===== config.mk =====
export PLATFORM = sky130hd
export DESIGN_NAME = lcd_col_front
export DESIGN_NICKNAME = d
export VERILOG_FILES = /design/src/rtl/lcd_col_pkg.sv /design/src/rtl/lcd_col_strobe.sv /design/src/rtl/lcd_col_scan.sv /design/src/rtl/lcd_col_latch.sv /design/src/rtl/lcd_col_level.sv /design/src/rtl/lcd_col_front.sv
export SDC_FILE = /design/constraint.sdc
export NUM_CORES = 1
export LEC_CHECK = 0
export ABC_AREA = 1
export ABC_CLOCK_PERIOD_IN_PS = 2550
export BUFFER_PORTS_ARGS = -buffer_cell sky130_fd_sc_hd__buf_2
export CAP_MARGIN = 20
export CORE_MARGIN = 1.5
export CORE_UTILIZATION = 40
export DETAILED_ROUTE_END_ITERATION = 6
export PLACE_DENSITY = 0.7
export SYNTH_ARGS = -nofsm -noshare
export SYNTH_HDL_FRONTEND = slang
export SYNTH_HIERARCHICAL = 1
export SYNTH_SLANG_ARGS = --single-unit

===== constraint.sdc =====
create_clock -name clk -period 2.55 [get_ports clk]
set_input_delay 0.1275 -clock clk [delete_from_list [all_inputs] [get_ports clk]]
set_output_delay 0.1275 -clock clk [all_outputs]
set_load 0.01 [all_outputs]

===== src/rtl/lcd_col_pkg.sv =====
package lcd_col_pkg;
  localparam int CODE_W    = 2;
  localparam int COLORS    = 3;
  localparam int PIX_W     = CODE_W * COLORS;
  localparam int MV_W      = 14;
  localparam int MV_NEG_LO = 500;
  localparam int MV_POS_LO = 7000;
  localparam int MV_STEP   = 1500;

  function automatic logic [MV_W-1:0] level_to_mv(input logic [CODE_W-1:0] code,
                                                  input logic pos);
    logic [MV_W-1:0] base;
    base = pos ? MV_W'(MV_POS_LO) : MV_W'(MV_NEG_LO);
    return base + MV_W'(code) * MV_W'(MV_STEP);
  endfunction
endpackage


===== src/rtl/lcd_col_strobe.sv =====
module lcd_col_strobe (
  input  logic clk,
  input  logic rst_n,
  input  logic ctl_clk,
  output logic load
);
  logic [2:0] sync_q, sync_d;

  always_comb begin
    sync_d = {sync_q[1:0], ctl_clk};
  end

  always_ff @(posedge clk or negedge rst_n) begin
    if (!rst_n) sync_q <= '0;
    else        sync_q <= sync_d;
  end

  assign load = sync_q[1] & ~sync_q[2];

  // a strobe never lasts two cycles
  assert_strobe_single_R7: assert property (@(posedge clk) disable iff (!rst_n)
    load |=> !load);
endmodule


===== src/rtl/lcd_col_scan.sv =====
module lcd_col_scan #(
  parameter int NPIX = 2,
  localparam int SLOT_W = (NPIX > 1) ? $clog2(NPIX) : 1
) (
  input  logic              clk,
  input  logic              rst_n,
  input  logic              rev_dir,
  input  logic              chain_l_i,
  input  logic              chain_r_i,
  output logic              wr_en,
  output logic [SLOT_W-1:0] wr_slot,
  output logic              chain_l_o,
  output logic              chain_r_o
);
  localparam logic [SLOT_W-1:0] LAST = SLOT_W'(NPIX - 1);

  logic              active_q, active_d;
  logic              dir_q, dir_d;
  logic [SLOT_W-1:0] slot_q, slot_d;
  logic              carry_q, carry_d;
  logic              cdir_q, cdir_d;
  logic              start, at_end;

  assign start  = rev_dir ? chain_r_i : chain_l_i;
  assign at_end = dir_q ? (slot_q == '0) : (slot_q == LAST);

  always_comb begin
    active_d = active_q;
    dir_d    = dir_q;
    slot_d   = slot_q;
    carry_d  = 1'b0;
    cdir_d   = cdir_q;
    wr_en    = 1'b0;
    wr_slot  = slot_q;
    if (start) begin
      wr_en   = 1'b1;
      wr_slot = rev_dir ? LAST : '0;
      dir_d   = rev_dir;
      if (NPIX == 1) begin
        active_d = 1'b0;
        carry_d  = 1'b1;
        cdir_d   = rev_dir;
      end else begin
        active_d = 1'b1;
        slot_d   = rev_dir ? SLOT_W'(NPIX - 2) : SLOT_W'(1);
      end
    end else if (active_q) begin
      wr_en = 1'b1;
      if (at_end) begin
        active_d = 1'b0;
        carry_d  = 1'b1;
        cdir_d   = dir_q;
      end else begin
        slot_d = dir_q ? slot_q - SLOT_W'(1) : slot_q + SLOT_W'(1);
      end
    end
  end

  always_ff @(posedge clk or negedge rst_n) begin
    if (!rst_n) begin
      active_q <= 1'b0;
      dir_q    <= 1'b0;
      slot_q   <= '0;
      carry_q  <= 1'b0;
      cdir_q   <= 1'b0;
    end else begin
      active_q <= active_d;
      dir_q    <= dir_d;
      slot_q   <= slot_d;
      carry_q  <= carry_d;
      cdir_q   <= cdir_d;
    end
  end

  assign chain_r_o = carry_q & ~cdir_q;
  assign chain_l_o = carry_q & cdir_q;

  assert_slot_in_range_R2: assert property (@(posedge clk) disable iff (!rst_n)
    wr_en |-> (int'(wr_slot) < NPIX));
  assert_carry_one_side_R3: assert property (@(posedge clk) disable iff (!rst_n)
    !(chain_l_o && chain_r_o));
  generate
    if (NPIX > 1) begin : g_pulse_chk
      assert_carry_pulse_R3: assert property (@(posedge clk) disable iff (!rst_n)
        (chain_l_o || chain_r_o) |=> !(chain_l_o || chain_r_o));
    end
  endgenerate
endmodule


===== src/rtl/lcd_col_latch.sv =====
module lcd_col_latch
  import lcd_col_pkg::*;
#(
  parameter int NPIX = 2,
  localparam int SLOT_W = (NPIX > 1) ? $clog2(NPIX) : 1,
  localparam int NCH = NPIX * COLORS
) (
  input  logic                  clk,
  input  logic                  rst_n,
  input  logic                  wr_en,
  input  logic [SLOT_W-1:0]     wr_slot,
  input  logic [PIX_W-1:0]      pix,
  input  logic                  load,
  input  logic                  pol_sel,
  output logic [NCH*CODE_W-1:0] code,
  output logic [NCH-1:0]        pos
);
  logic [NPIX*PIX_W-1:0] samp_q, samp_d;
  logic [NCH*CODE_W-1:0] hold_q, hold_d;
  logic                  pol_q, pol_d;

  generate
    for (genvar p = 0; p < NPIX; p++) begin : g_slot
      always_comb begin
        if (wr_en && (wr_slot == SLOT_W'(p))) samp_d[p*PIX_W +: PIX_W] = pix;
        else                                  samp_d[p*PIX_W +: PIX_W] = samp_q[p*PIX_W +: PIX_W];
      end
    end
  endgenerate

  always_comb begin
    hold_d = load ? samp_q : hold_q;
    pol_d  = load ? pol_sel : pol_q;
  end

  always_ff @(posedge clk or negedge rst_n) begin
    if (!rst_n) begin
      samp_q <= '0;
      hold_q <= '0;
      pol_q  <= 1'b0;
    end else begin
      samp_q <= samp_d;
      hold_q <= hold_d;
      pol_q  <= pol_d;
    end
  end

  assign code = hold_q;

  generate
    for (genvar i = 0; i < NCH; i++) begin : g_pol
      if (i % 2 == 0) begin : g_even
        assign pos[i] = pol_q;
      end else begin : g_odd
        assign pos[i] = ~pol_q;
      end
    end
  endgenerate

  assert_hold_stable_R7: assert property (@(posedge clk) disable iff (!rst_n)
    !load |=> $stable(code));
  assert_pol_stable_R8: assert property (@(posedge clk) disable iff (!rst_n)
    !load |=> $stable(pos));
endmodule


===== src/rtl/lcd_col_level.sv =====
module lcd_col_level
  import lcd_col_pkg::*;
#(
  parameter int NCH = 6
) (
  input  logic                  clk,
  input  logic                  rst_n,
  input  logic [NCH*CODE_W-1:0] code,
  input  logic [NCH-1:0]        pos,
  output logic [NCH*MV_W-1:0]   mv
);
  generate
    for (genvar i = 0; i < NCH; i++) begin : g_ch
      assign mv[i*MV_W +: MV_W] = level_to_mv(code[i*CODE_W +: CODE_W], pos[i]);

      assert_mv_band_R9: assert property (@(posedge clk) disable iff (!rst_n)
        pos[i] ? (int'(mv[i*MV_W +: MV_W]) >= MV_POS_LO)
               : (int'(mv[i*MV_W +: MV_W]) <= MV_NEG_LO + 3 * MV_STEP));
    end
  endgenerate
endmodule


===== src/rtl/lcd_col_front.sv =====
module lcd_col_front
  import lcd_col_pkg::*;
#(
  parameter int NPIX = 2,
  localparam int NCH = NPIX * COLORS,
  localparam int SLOT_W = (NPIX > 1) ? $clog2(NPIX) : 1
) (
  input  logic                  clk,
  input  logic                  rst_n,
  input  logic                  ctl_clk,
  input  logic                  pol_sel,
  input  logic                  rev_dir,
  input  logic                  chain_l_i,
  input  logic                  chain_r_i,
  input  logic [PIX_W-1:0]      pix_rgb,
  output logic                  chain_l_o,
  output logic                  chain_r_o,
  output logic [NCH*CODE_W-1:0] ch_code,
  output logic [NCH-1:0]        ch_pos,
  output logic [NCH*MV_W-1:0]   ch_mv
);
  logic              wr_en;
  logic [SLOT_W-1:0] wr_slot;
  logic              load;

  lcd_col_scan #(.NPIX(NPIX)) u_scan (
    .clk(clk), .rst_n(rst_n), .rev_dir(rev_dir),
    .chain_l_i(chain_l_i), .chain_r_i(chain_r_i),
    .wr_en(wr_en), .wr_slot(wr_slot),
    .chain_l_o(chain_l_o), .chain_r_o(chain_r_o)
  );

  lcd_col_strobe u_strobe (
    .clk(clk), .rst_n(rst_n), .ctl_clk(ctl_clk), .load(load)
  );

  lcd_col_latch #(.NPIX(NPIX)) u_latch (
    .clk(clk), .rst_n(rst_n), .wr_en(wr_en), .wr_slot(wr_slot),
    .pix(pix_rgb), .load(load), .pol_sel(pol_sel),
    .code(ch_code), .pos(ch_pos)
  );

  lcd_col_level #(.NCH(NCH)) u_level (
    .clk(clk), .rst_n(rst_n), .code(ch_code), .pos(ch_pos), .mv(ch_mv)
  );
endmodule


==> metrics.yaml, run 1 <==
status:
  outcome: "completed"
hold_path:
  min_path_type: "in2reg"
  hold_depth: 3
cells_and_area:
  nNetsFinal: 760
  drive_gt1_share_pct: 22.92
  syn_to_final_growth_pct: 19.11
  diodes: 0
power_and_ir_drop:
  power_frac_comb_pct: 77.2
  power.leakage_uw: 0.002842
  clock_power_share_pct: 8.0
  swShare_pct: 51.89
  max-vdd-ir-drop_mv: 0.4797
  p_seq_share_pct: 14.8
  power.switching_uw: 3265
  powerDensity_nw_per_um2: 1317
  p_int_uw: 3027
  power_uw: 6293
setup_path:
  crit_chain: "inv_1, ha_2, inv_1, ha_1, nand2_1, o21ai_2, nand2_1, nand2_1, nand2_1, nand2_1, buf_2"
  cp_max_fo: 6
  cpMostUsedCell: "nand2_1"
  worstSetupPathType: "reg2out"
  crit_buf_inv: 3
  crit_cells: 11
  cp.required_ps: 2420
  crit_family: "adder cells"
  reg2reg_depth: 6
  slowest_stage: "dfrtp_1"
  startpoint_type: "register"
  end_kind: "output pin"
  cp_slowest_stage_delay_ps: 430
  arrival_ps: 2290
timing:
  max_slew_margin_pct: 44.40
  slew_viol_final: 0
  period_share_pct: 94.67
  tightestPinTransition_ps: 833.1
  maxClockFrequency_mhz: 414.2
  fin_crit_ps: 2414
  skew_ps: 6.953
  hold_viol: 0
  setup_tns_ps: 0
  setup_violations: 0
  rsz0062_at_grt: "false"
clock_network:
  clock_sinks: 33
  cts_tree: "done"
  cts_max_path_buffers: 2
  cts-htree-levels: 2
  clock_latency_ps: 280
  clk_pin_slew_ps: 70
  numCtsBuffers: 5
  cts_root_buf: "clkbuf_8"
yosys:
  synth_warnings: 6
  synth_edf_count: 0
  yosysTopAreaCell: "ha_1"
  ys_types: 35
  syn_area_per_cell_um2: 7.153
  async_reset_ff_share_pct: 100.0
  synth_most_common_cell: "nand2_1"
  synthCells: 561
  yosys_most_used_dff: "dfrtp_1"
  ys_ff_latch: 33
  synth_area_leaders: "ha_1 (22%), dfrtp_1 (21%), nand2_1 (14%)"
  synthTopCellsByCount: "nand2_1 (148), inv_1 (92), ha_1 (70)"
  synth_seq_area_share_pct: 20.58
  netlist.area_leader.share_pct: 21.83
  syn_area_um2: 4013
floorplan:
  rows: 36
  core_um2: 9729
  start_util_pct: 41.24
  dieArea_um2: 10640
  die_h_um: 103.2
  die_w_um: 103.2
  io_pins: 117
drt:
  final_antenna_net_count: 0
  drtIter0Drc: 140
  viasPerCell: 4.602
  first_pass_iters: 4
  drc: 0
  wl_per_cell_um: 10.69
  totalWireLength_mm: 8.608
  vias: 3705
placed_design:
  hpwl_mm: 6.949
  portBuffers: 104
  gp_congestion: 0.8978
run:
  drv_cap: 0
global_routing:
  grt_pass1_vias: 3247
  grt_overflow: 0
  grt_max_degree: 34
  antenna_found_initial: 0
  grt_pass1_wl_mm: 13.88
  grtUsageTotal_pct: 15.83
worst register-to-register path, delay by kind of cell (launching register included):
family	cells	cell delay (ps)
compound gates	1	300
simple gates	3	330
flops	1	430
buf+inv	2	340
layer usage:
metal	up-vias	track usage, %	part of all wire [%]
li1	1934	-	-
met1	1675	20.28	46
met2	85	28.24	49
met3	11	2.712	4.1
met4	0	2.807	0.98
met5	-	0	0
path summary, 6_finish.rpt:
kind | startpoint | endpoint | slack (ps)
worst max-delay path | u_latch/code[11]$_DFFE_PN0P_ | ch_mv[82] | 140
worst min-delay path | pol_sel | u_latch/pol_q$_DFFE_PN0P_ | 70
worst max register to register | u_scan/slot_q$_DFFE_PN0P_ | u_latch/samp_q[2]$_DFFE_PN0P_ | 1040
worst min register to register | u_strobe/sync_q[0]$_DFF_PN0_ | u_strobe/sync_q[1]$_DFF_PN0_ | 350
max in group asynchronous | rst_n | u_latch/code[6]$_DFFE_PN0P_ | 1600
min in group asynchronous | rst_n | u_scan/slot_q$_DFFE_PN0P_ | 440
flip-flops by register name (all words and copies together), names as in the netlist:
register	count
u_latch/code	12
u_latch/pol_q	1
u_strobe/sync_q	3
u_scan/carry_q	1
u_scan/slot_q	1
u_scan/active_q	1
u_latch/samp_q	12
u_scan/dir_q	1
u_scan/cdir_q	1
area by class of cell:
cell class / count / area [um2]
Clock buffer: 7 / 86.33
Timing Repair Buffer: 115 / 615.6
Clock inverter: 1 / 30.03
Tap cell: 133 / 166.4
Fill cell: 984 / 4950
Inverter: 103 / 390.4
Sequential cell: 33 / 832.0
Multi-Input combinational cell: 413 / 2659
cells in the final DEF, fill, tap and decap left out, drive strengths merged, types with 2 or more instances in the layout:
cell type / Yosys / final
o21bai: 2 / 2
nor3: 3 / 3
clkbuf: 0 / 7
dfrtp: 33 / 33
ha: 70 / 70
or2: 3 / 3
o41ai: 2 / 2
fa: 6 / 6
a21oi: 19 / 19
nor2: 27 / 27
dlygate4sd3: 0 / 2
o21ai: 32 / 32
nand3: 38 / 38
xnor2: 8 / 8
nand4: 3 / 3
xor2: 26 / 26
inv: 103 / 102
buf: 23 / 113
conb: 1 / 12
nand2: 152 / 152
o21a: 2 / 2
stage by stage:
stage	setup slack (ps)	util, %	area [um2]	hold slack (ps)	instances
2_1_floorplan	440.5	-	4054	-168.1	572
3_3_place_gp	424.6	47.34	4606	214.8	793
3_5_place_dp	356.9	47.34	4606	226.6	793
4_1_cts	18.34	48.74	4742	56.73	803
5_1_grt	4.827	49.13	4780	76.74	805
6_report	135.9	49.13	4780	65.68	805
power groups by stage:
| stage | sequential (uW) | combinational [uW] | clock, uW |
|---|---|---|---|
| floorplan | 952 | 3280 | 0 |
| global placement | 928 | 4740 | 0 |
| detailed placement | 939 | 4830 | 0 |
| CTS | 930 | 4850 | 518 |
| global route | 971 | 5520 | 539 |
| finish | 929 | 4860 | 503 |
cell families after synthesis:
logic type	Yosys count	synth area share, %
AO/OA/AOI/OAI	64	8.981
XOR/XNOR	34	7.421
adder cells (fa/ha/maj)	76	24.82
buffers and inverters	126	14.31
flip-flops	33	20.58
other	1	0.09346
AND/OR/NAND/NOR	227	23.79
what timing repair did:
item / in CTS / in global routing
endpoints found under the setup margin: 0 / 15
buffers inserted: 0 / 2
endpoints found under the hold margin: 34 / 0
hold buffers: 2 / 0
gates resized for setup: 0 / 13
(Power assumes the default switching activity.)
==> run 2, diff against run 1 <==
--- a/config.mk
+++ b/config.mk
@@ -10,9 +10,9 @@
 export BUFFER_PORTS_ARGS = -buffer_cell sky130_fd_sc_hd__buf_2
 export CAP_MARGIN = 20
 export CORE_MARGIN = 1.5
-export CORE_UTILIZATION = 40
+export CORE_UTILIZATION = 54
 export DETAILED_ROUTE_END_ITERATION = 6
-export PLACE_DENSITY = 0.7
+export PLACE_DENSITY = 0.89
 export SYNTH_ARGS = -nofsm -noshare
 export SYNTH_HDL_FRONTEND = slang
 export SYNTH_HIERARCHICAL = 1
==> run 2 against run 1 <==
Net effect: fmax fell by 0.68%; non-clock buffer count grew 1; first-iteration DRC count grew 7.9%; sequential share of layout area is 0.24 points higher; routed wire length increased by 1.2%; worst hold slack improved by 25 ps; critical endpoint is now ch_mv[36].
==> metrics.yaml, run 2 (synthesis gave the netlist of run 1 again) <==
status:
  outcome: "completed"
cells_and_area:
  nNetsFinal: 761
  syn_to_final_growth_pct: 17.34
  layout_commonest_cell: "nand2_1"
  diodes: 0
  drive_gt1_share_pct: 22.77
  layout_common_cells: "nand2_1 (148), buf_2 (104), inv_1 (89), ha_1 (67), nand3_1 (38)"
setup_path:
  worstSetupPathType: "reg2out"
  cp.required_ps: 2420
  cp_max_fo: 8
  startpoint_type: "register"
  end_kind: "output pin"
  arrival_ps: 2300
global_routing:
  antenna_found_initial: 0
  grt_overflow: 0
  grt_max_degree: 34
  grtUsageTotal_pct: 22.11
  grt_pass1_vias: 3446
  grt_pass1_wl_mm: 14.06
clock_network:
  cts_max_path_buffers: 2
  cts_tree: "done"
  clk_pin_slew_ps: 60
  numCtsBuffers: 5
  cts_root_buf: "clkbuf_8"
  cts-htree-levels: 2
  clock_latency_ps: 280
  clock_sinks: 33
power_and_ir_drop:
  power.switching_uw: 3300
  power.leakage_uw: 0.002837
  p_seq_share_pct: 14.9
  clock_power_share_pct: 6.2
  swShare_pct: 52.89
  powerDensity_nw_per_um2: 1325
  max-vdd-ir-drop_mv: 0.7415
  power_frac_comb_pct: 78.8
  p_int_uw: 2940
timing:
  hold_viol: 0
  timing.final.ws_setup_ps: 119.3
  skew_ps: 2.115
  slew_viol_final: 0
  setup_tns_ps: 0
  fin_crit_ps: 2431
  maxClockFrequency_mhz: 411.4
  tightestPinTransition_ps: 846.8
  max_slew_margin_pct: 43.48
  rsz0062_at_grt: "false"
  setup_violations: 0
  period_share_pct: 95.32
drt:
  totalWireLength_mm: 8.707
  viasPerCell: 4.877
  vias: 3760
  wl_per_cell_um: 11.29
  drtIter0Drc: 151
  drc: 0
  first_pass_iters: 4
  final_antenna_net_count: 0
placed_design:
  hpwl_mm: 7.118
  gp_congestion: 0.8853
  place_ws_ps: 386.8
  portBuffers: 104
floorplan:
  core_um2: 7214
  die_w_um: 89.20
  io_pins: 117
  rows: 31
  die_h_um: 89.20
  start_util_pct: 55.62
  dieArea_um2: 7957
hold_path:
  min_path_type: "in2reg"
run:
  drv_cap: 0
run 2: power groups by stage:
| stage | Sequential, uW | Clock, uW | Combinational [uW] |
|---|---|---|---|
| final | 932 | 388 | 4920 |
| after global routing | 969 | 419 | 5570 |
| after CTS | 926 | 398 | 4890 |
| after detailed placement | 933 | 0 | 4870 |
| after global placement | 921 | 0 | 4690 |
| after floorplan | 952 | 0 | 3280 |
run 2: critical path, cell delays in order, from the launching register on:
cell and delay, ps:
dfrtp_1 480, inv_1 140, ha_1 330, inv_1 60
fa_1 440, nor3_1 220, nand3_1 80, o21ai_0 80
nor2_1 50, buf_2 130
run 2: final cells by class:
| cell class | count | area, um2 |
|---|---|---|
| tap | 99 | 123.9 |
| multi-input combinational | 413 | 2661 |
| fill | 619 | 2506 |
| inverter | 103 | 386.6 |
| sequential | 33 | 830.8 |
| timing repair buffer | 116 | 619.3 |
| clock buffer | 7 | 86.33 |
run 2: per-stage QoR:
stage | util [%] | instance area, um2 | total power (uW) | cells | hold slack, ps
2_1_floorplan | - | 4054 | 4232 | 572 | -168.1
3_3_place_gp | 63.25 | 4563 | 5614 | 759 | 207.6
3_5_place_dp | 63.25 | 4563 | 5803 | 759 | 228.3
4_1_cts | 64.72 | 4669 | 6213 | 768 | 84.61
5_1_grt | 65.26 | 4708 | 6961 | 771 | 88.50
6_report | 65.26 | 4708 | 6240 | 771 | 90.80
run 2: path summary, 6_finish.rpt:
| kind | endpoint | cells after the start | start | slack, ps |
|---|---|---|---|---|
| max | ch_mv[36] | 9 | u_latch/code[5]$_DFFE_PN0P_ | 120 |
| min | u_latch/samp_q[7]$_DFFE_PN0P_ | 3 | pix_rgb[1] | 90 |
| max reg2reg | u_latch/pol_q$_DFFE_PN0P_ | 2 | u_strobe/sync_q[2]$_DFF_PN0_ | 1070 |
| min reg2reg | u_strobe/sync_q[1]$_DFF_PN0_ | 0 | u_strobe/sync_q[0]$_DFF_PN0_ | 350 |
| max in group asynchronous | u_latch/code[2]$_DFFE_PN0P_ | 2 | rst_n | 1600 |
| min in group asynchronous | u_scan/dir_q$_DFFE_PN0P_ | 2 | rst_n | 450 |
run 2: per-layer routing:
metal	track usage, %	wire length, um
met5	0	0
met4	7.413	185
met3	4.986	380
met2	39.99	4396
met1	25.74	3744
run 2: repair_timing:
action / CTS / global route
buffers inserted: 0 / 3
gates resized for setup: 0 / 11
hold buffers: 2 / 0
endpoints found under the hold margin: 34 / 0
setup endpoints to repair: 0 / 16
